===== config.mk =====
export PLATFORM = sky130hd
export DESIGN_NAME = icc_ctrl
export DESIGN_NICKNAME = d
export VERILOG_FILES = /design/src/rtl/icc_pkg.sv /design/src/rtl/icc_region.sv /design/src/rtl/icc_flags.sv /design/src/rtl/icc_pin.sv /design/src/rtl/icc_ctrl.sv
export SDC_FILE = /design/constraint.sdc
export NUM_CORES = 1
export LEC_CHECK = 0
export ABC_AREA = 1
export BUFFER_PORTS_ARGS = -buffer_cell sky130_fd_sc_hd__buf_4
export CORE_MARGIN = 8
export CORE_UTILIZATION = 56
export CTS_BUF_LIST = sky130_fd_sc_hd__clkbuf_8
export CTS_CLUSTER_SIZE = 20
export DETAILED_ROUTE_END_ITERATION = 10
export PLACE_DENSITY_LB_ADDON = 0.1
export RECOVER_POWER = 50
export SLEW_MARGIN = 0
export SYNTH_ARGS = -nofsm -noshare
export SYNTH_HDL_FRONTEND = slang
export SYNTH_HIERARCHICAL = 1
export SYNTH_SLANG_ARGS = --single-unit

===== constraint.sdc =====
create_clock -name clk -period 2.2 [get_ports clk]
set_input_delay 0.66 -clock clk [delete_from_list [all_inputs] [get_ports clk]]
set_output_delay 0.66 -clock clk [all_outputs]
set_load 0.01 [all_outputs]

===== src/rtl/icc_pkg.sv =====
package icc_pkg;
  localparam int DW        = 32;
  localparam int XW        = 13;
  localparam int YW        = 12;
  localparam int YLSB      = 16;
  localparam int GLB_WORDS = 4;
  localparam int RGN_WORDS = 4;
  localparam int SLOW_DIV  = 16;
  localparam int FAST_DIV  = 4;
  localparam int CNTW      = $clog2(SLOW_DIV / 2);

  localparam logic [DW-1:0] COORD_MASK =
    DW'((64'd1 << XW) - 1) | (DW'((64'd1 << YW) - 1) << YLSB);

  typedef enum logic [1:0] {
    GW_CTRL = 2'd0,
    GW_MASK = 2'd1,
    GW_STAT = 2'd2,
    GW_RSVD = 2'd3
  } glb_word_e;

  typedef enum logic [1:0] {
    RW_CTL = 2'd0,
    RW_UL  = 2'd1,
    RW_LR  = 2'd2,
    RW_REF = 2'd3
  } rgn_word_e;

  function automatic logic [DW-1:0] pack_coord(input logic [DW-1:0] w);
    return w & COORD_MASK;
  endfunction

  function automatic logic [CNTW-1:0] toggle_limit(input logic slow);
    return slow ? CNTW'(SLOW_DIV / 2 - 1) : CNTW'(FAST_DIV / 2 - 1);
  endfunction

  function automatic logic flag_next(input logic cur, input logic clr, input logic set);
    return (cur & ~clr) | set;
  endfunction
endpackage


===== src/rtl/icc_region.sv =====
module icc_region
  import icc_pkg::*;
(
  input  logic          clk,
  input  logic          rst_n,
  input  logic          sel_wr,
  input  logic [1:0]    word,
  input  logic [DW-1:0] wdata,
  output logic          en,
  output logic          lock,
  output logic [DW-1:0] ul,
  output logic [DW-1:0] lr,
  output logic [DW-1:0] refv
);
  logic ctl_open;
  logic coord_open;

  assign ctl_open   = ~lock;
  assign coord_open = ~lock & ~en;

  always_ff @(posedge clk) begin
    if (!rst_n) begin
      en   <= 1'b0;
      lock <= 1'b0;
      ul   <= '0;
      lr   <= '0;
      refv <= '0;
    end else if (sel_wr) begin
      case (rgn_word_e'(word))
        RW_CTL: if (ctl_open) begin
          en   <= wdata[0];
          lock <= wdata[1];
        end
        RW_UL:  if (coord_open) ul <= pack_coord(wdata);
        RW_LR:  if (coord_open) lr <= pack_coord(wdata);
        default: refv <= wdata;
      endcase
    end
  end
endmodule


===== src/rtl/icc_flags.sv =====
module icc_flags
  import icc_pkg::*;
#(
  parameter int NREG = 4
) (
  input  logic            clk,
  input  logic            rst_n,
  input  logic            set_ready,
  input  logic [NREG-1:0] set_mm,
  input  logic            clr_ready,
  input  logic [NREG-1:0] clr_mm,
  output logic            ready,
  output logic [NREG-1:0] mm,
  output logic            err
);
  always_ff @(posedge clk) begin
    if (!rst_n) ready <= 1'b0;
    else        ready <= flag_next(ready, clr_ready, set_ready);
  end

  for (genvar i = 0; i < NREG; i++) begin : g_flag
    always_ff @(posedge clk) begin
      if (!rst_n) mm[i] <= 1'b0;
      else        mm[i] <= flag_next(mm[i], clr_mm[i], set_mm[i]);
    end
  end

  assign err = |mm;
endmodule


===== src/rtl/icc_pin.sv =====
module icc_pin
  import icc_pkg::*;
(
  input  logic clk,
  input  logic rst_n,
  input  logic active,
  input  logic slow,
  output logic pin
);
  logic [CNTW-1:0] cnt;
  logic [CNTW-1:0] limit;
  logic            hit;

  assign limit = toggle_limit(slow);
  assign hit   = cnt >= limit;

  always_ff @(posedge clk) begin
    if (!rst_n || !active) begin
      cnt <= '0;
      pin <= 1'b0;
    end else if (hit) begin
      cnt <= '0;
      pin <= ~pin;
    end else begin
      cnt <= cnt + 1'b1;
    end
  end
endmodule


===== src/rtl/icc_ctrl.sv =====
module icc_ctrl
  import icc_pkg::*;
#(
  parameter  int NREG = 4,
  localparam int AW   = $clog2(GLB_WORDS + RGN_WORDS * NREG)
) (
  input  logic               clk,
  input  logic               rst_n,
  input  logic               wr_en,
  input  logic               rd_en,
  input  logic [AW-1:0]      addr,
  input  logic [DW-1:0]      wdata,
  output logic [DW-1:0]      rdata,
  input  logic               ready_pulse,
  input  logic [NREG-1:0]    mismatch_pulse,
  output logic               chk_enable,
  output logic [NREG-1:0]    roi_en,
  output logic [NREG*DW-1:0] roi_ref,
  output logic               irq,
  output logic               ext_pin
);
  localparam int PW = AW - 2;

  logic ctrl_on, ext_en, fmask, emask, freeze;
  logic glb_sel, wr_ctrl, wr_mask, wr_stat;
  logic [NREG-1:0] rsel;
  logic [NREG-1:0] rg_en, rg_lock;
  logic [NREG-1:0][DW-1:0] rg_ul, rg_lr, rg_ref;
  logic set_ready, clr_ready;
  logic [NREG-1:0] set_mm, clr_mm;
  logic st_ready, st_err;
  logic [NREG-1:0] st_mm;
  logic [DW-1:0] rd_word;

  assign glb_sel = addr[AW-1:2] == '0;
  assign wr_ctrl = wr_en & glb_sel & (glb_word_e'(addr[1:0]) == GW_CTRL);
  assign wr_mask = wr_en & glb_sel & (glb_word_e'(addr[1:0]) == GW_MASK);
  assign wr_stat = wr_en & glb_sel & (glb_word_e'(addr[1:0]) == GW_STAT);

  always_ff @(posedge clk) begin
    if (!rst_n) begin
      ctrl_on <= 1'b0;
      ext_en  <= 1'b0;
    end else if (wr_ctrl) begin
      ctrl_on <= wdata[0];
      ext_en  <= wdata[1];
    end
  end

  always_ff @(posedge clk) begin
    if (!rst_n) begin
      fmask  <= 1'b1;
      emask  <= 1'b1;
      freeze <= 1'b0;
    end else if (wr_mask && !freeze) begin
      fmask  <= wdata[0];
      emask  <= wdata[1];
      freeze <= wdata[2];
    end
  end

  for (genvar i = 0; i < NREG; i++) begin : g_rgn
    assign rsel[i] = addr[AW-1:2] == PW'(i + 1);
    icc_region u_rgn (
      .clk   (clk),
      .rst_n (rst_n),
      .sel_wr(wr_en & rsel[i]),
      .word  (addr[1:0]),
      .wdata (wdata),
      .en    (rg_en[i]),
      .lock  (rg_lock[i]),
      .ul    (rg_ul[i]),
      .lr    (rg_lr[i]),
      .refv  (rg_ref[i])
    );
    assign roi_ref[i*DW +: DW] = rg_ref[i];
  end

  assign set_ready = ready_pulse & ctrl_on;
  assign set_mm    = mismatch_pulse & rg_en & {NREG{ctrl_on}};
  assign clr_ready = wr_stat & wdata[0];
  assign clr_mm    = {NREG{wr_stat}} & wdata[2 +: NREG];

  icc_flags #(.NREG(NREG)) u_flags (
    .clk      (clk),
    .rst_n    (rst_n),
    .set_ready(set_ready),
    .set_mm   (set_mm),
    .clr_ready(clr_ready),
    .clr_mm   (clr_mm),
    .ready    (st_ready),
    .mm       (st_mm),
    .err      (st_err)
  );

  icc_pin u_pin (
    .clk   (clk),
    .rst_n (rst_n),
    .active(ctrl_on & ext_en),
    .slow  (st_err),
    .pin   (ext_pin)
  );

  always_comb begin
    rd_word = '0;
    if (glb_sel) begin
      case (glb_word_e'(addr[1:0]))
        GW_CTRL: rd_word[1:0] = {ext_en, ctrl_on};
        GW_MASK: rd_word[2:0] = {freeze, emask, fmask};
        GW_STAT: begin
          rd_word[0]         = st_ready;
          rd_word[1]         = st_err;
          rd_word[2 +: NREG] = st_mm;
        end
        default: rd_word = '0;
      endcase
    end
    for (int i = 0; i < NREG; i++) begin
      if (rsel[i]) begin
        case (rgn_word_e'(addr[1:0]))
          RW_CTL:  rd_word[1:0] = {rg_lock[i], rg_en[i]};
          RW_UL:   rd_word = rg_ul[i];
          RW_LR:   rd_word = rg_lr[i];
          default: rd_word = rg_ref[i];
        endcase
      end
    end
  end

  always_ff @(posedge clk) begin
    if (!rst_n)     rdata <= '0;
    else if (rd_en) rdata <= rd_word;
  end

  assign chk_enable = ctrl_on;
  assign roi_en     = rg_en;
  assign irq        = (st_ready & ~fmask) | (st_err & ~emask);
endmodule


==> metrics.md <==
| Metric | Value |
|---|---|
| Die span in y | about 210 µm |
| Largest family of logic cells by synthesized area | simple AND/OR/NAND/NOR gates |
| Mux share of post-synthesis cell area | 0 |
| First-pass GRT wire length | 120000 µm |
| Sequential area share after synthesis | 0.370 |
| PD cells | 635 mW/mm² |
| Layout cell share with drive strength beyond 1 | 0.177 |
| Largest net degree at the start of global routing | 72 |
| Clk_skew | ~19 ps |
| Post-synthesis cell area | ~0.021 mm² |
| Synth Flop Type | dfxtp_1 |
| Largest cells by area after synthesis | dfxtp_1 37%, nand2_1 14%, nor2_1 7.9%, nand4_1 6.2%, a21oi_1 6.2% |
| Iteration-0 DRC Markers | approximately 2100 |
| Max Fclk | about 0.46 GHz |
| CP required | about 1500 ps |
| Top-area cell type share of the netlist area | 0.370 |
| Utilization after layout | 0.683 |
| Vias per Instance | between 5 and 6 |
| Synth warn | 6 |
| Final Net Count | approximately 3500 |
| Met2 GRT Util | 0.564 |
| Mapped Cells | around 3200 |
| Clk Latency, worst-skew pair | 620 ps |
| Total track usage | 0.348 |
| Peak supply drop | 0.527 mV |
| Area grow syn2layout | 20.6% |
| Slew @ Worst Pin | around 680 ps |
| Xor/xnor share of the synthesized area | 0.000423 |
| Die Wd | roughly 210 µm |
| Vias in the first global route | 21300 |
| Starting Density | 0.566 |
| Fin cells | approximately 4000 |
| Total number of vias | ~22000 |
| CP cell instances | nor2_2 > nand2_2 > inv_1 > o22ai_2 > buf_4 |
| Num CTS Buffers | 68 |
| Fin crit period | between 2000 and 2500 ps |
| Boundary pin count | between 200 and 250 |
| Post-route ant nets | 0 |
| Final Max Slew Viols | 0 |
| FF-to-FF Start | g_rgn[0].u_rgn/lr[0] |
| Detailed Place HPWL | approximately 54000 µm |
| IO Port Bufs | 212 |
| Max-cap viol count | 0 |
| Reg clk slew, reported paths | ~60 ps |
| Sink Count | approximately 380 |
| WS Path Type | register to output pin |
| Final Instance Area | 0.0250 mm² |
| Syn avg cell area | about 6.5 µm² |
| Worst Setup End Kind | output pin |
| CP peak stage delay | ~350 ps |
| Number of synthesized register bits | 382 |
| Initial antenna violation count | 0 |
| Post-synthesis adder-cell area fraction | 0.00423 |
| Routed WL per cell | about 20 µm |
| Hold Crit Start | rd_en |
| Worst Hold Class | input pin to register |
| Setup crit start | u_flags/mm[0] |
| Dpl cells | ~3800 |
| Post-synthesis simple-gate area fraction | 0.360 |
| Total Wirelength | 77900 µm |
| Slowest CP cell | dfxtp_2 |
| Static Leak | approximately 11 nW |
| Setup TNS Final | 0 ps |
| Compound-cell area share of the yosys netlist | 0.128 |
| GR Util met1 | 0.415 |
| H-Tree Depth | 3 |
| Clock root buffer | clkbuf_8 |
| CTS tree | yes |
| Placed cell areas | 0.0236 mm² |
| Final setup viols | 0 |
| Final Hold Viols | 0 |
| Slew HR | 0.546 |
| Post-synth top area cell | dfxtp_1 |
| Final worst-path cycle share | 0.982 |
| GP Congestion | between 1 and 1.5 |
| Distinct cell type count after synthesis | 34 |
| GRT Residual Overflow | 0 |
| Max clock buf depth | 3 |
| CP Launch Type | register |
| # rows | 70 |
| Fraction of registers with async set/reset | 0 |
| Critical path data arrival time | around 1500 ps |
| Peak-usage layer in the global routing report | met2 |
| Number of antenna diodes | 0 |
| Core box area | 0.0365 mm² |
| Die Area | ~0.043 mm² |
| Crit Path Max Fanout | 3 |
| Hold Slack | approximately 280 ps |
| Pre-Repair DR Iteration Count | 6 |
| M3 GR Usage | 0.0628 |
| Status | finished clean |
| # DRC | 0 |
| Post-synth EDFFs | 0 |
## metrics by stage
stage / power [mW] / setup WS [ps]
2_1_floorplan: 8.48 / -2.00
3_3_place_gp: 9.33 / -488
3_5_place_dp: 9.37 / -493
4_1_cts: 15.9 / 12.1
5_1_grt: 16.4 / -12.2
6_report: 15.8 / 38.8
## final timing paths
check | endpoint | slack [ps] | cells past startpoint
max | irq | 40 | 5
min | rdata[1] | 280 | 2
max reg2reg | rdata[0] | 510 | 9
min reg2reg | g_rgn[3].u_rgn/refv[27] | 460 | 2
## flip-flops by register name, indices dropped and copies added, names as in the netlist, 3 cells and up
| signal | count |
|---|---|
| g_rgn.u_rgn/en | 4 |
| g_rgn.u_rgn/lock | 4 |
| g_rgn.u_rgn/lr | 100 |
| g_rgn.u_rgn/refv | 128 |
| g_rgn.u_rgn/ul | 100 |
| rdata | 32 |
| u_flags/mm | 4 |
| u_pin/cnt | 3 |
## power by group
group / switching [mW] / leakage [nW] / total, mW / internal, mW
Clock: 2.92 / 0.741 / 6.56 / 3.64
Combinational: 1.38 / 7.21 / 2.15 / 0.771
Sequential: 0.0879 / 3.09 / 7.12 / 7.04
## cells in the mapped netlist, types with 6 or more instances
master      n
buf_4      68
a221oi_1   28
nor2_4     17
nand2_2     6
dfxtp_1   382
nand4_1   205
nand3_2     6
o21ai_0   142
buf_1      39
inv_1     308
a21oi_1   255
clkbuf_1   88
nand3_1   178
ha_1        7
buf_6      32
a22o_1     33
nor2_1    438
nand2_1   788
buf_2      64
or2_2      52
## what timing repair did
| action | 4_1_cts | 5_1_grt |
|---|---|---|
| pin swaps | 2 | 3 |
| endpoints found under the setup margin | 1 | 12 |
| setup buffers | 1 | 2 |
| hold buffers | 0 | 0 |
| resized for setup | 6 | 4 |
## worst max-delay path: cells and delay by family, from the launching register on
family | cells | cell delay (ps)
flops | 1 | 350
buf+inv | 2 | 220
compound gates | 1 | 200
simple gates | 2 | 120
## logic make-up (layout without fill, tap and decap cells)
| group | after synthesis | count (layout) |
|---|---|---|
| AND/OR/NAND/NOR | 1698 | 1698 |
| AO/OA/AOI/OAI | 474 | 474 |
| XOR/XNOR | 1 | 1 |
| flip-flops | 382 | 382 |
| buffers and inverters | 603 | 832 |
| other | 4 | 56 |
| adder cells (fa/ha/maj) | 7 | 7 |
## area by class of cell
cell class / instances / area [µm²]
clock inverters: 19 / 98.8
flip-flops and latches: 382 / 7650
well taps: 468 / 586
fillers: 3344 / 11600
clock buffers: 88 / 1210
inverters: 312 / 1180
multi-input cells: 2236 / 10500
repair buffers: 413 / 3710
## metal layers
metal | part of all wire | up-vias
li1 | - | 10600
met1 | 0.38 | 10300
met2 | 0.45 | 1193
met3 | 0.090 | 294
met4 | 0.073 | 0
met5 | 0 | -
## placed cells by master, fill, tap and decap left out, types with 6 or more instances in the layout
cell type	synthesis	final
clkbuf_8	0	89
o21ai_0	142	142
or2_2	52	52
nand3_2	6	7
nand2_2	6	6
a21oi_1	255	255
a221oi_2	0	7
nand4_1	205	205
buf_12	0	50
buf_4	68	353
nand3_1	178	177
nor2_1	438	435
conb_1	4	56
dfxtp_1	382	378
a22o_1	33	33
a221oi_1	28	21
nor2_4	17	19
nor2_2	5	6
inv_1	308	325
nand2_1	788	788
Power figures use the tool's default switching activity.
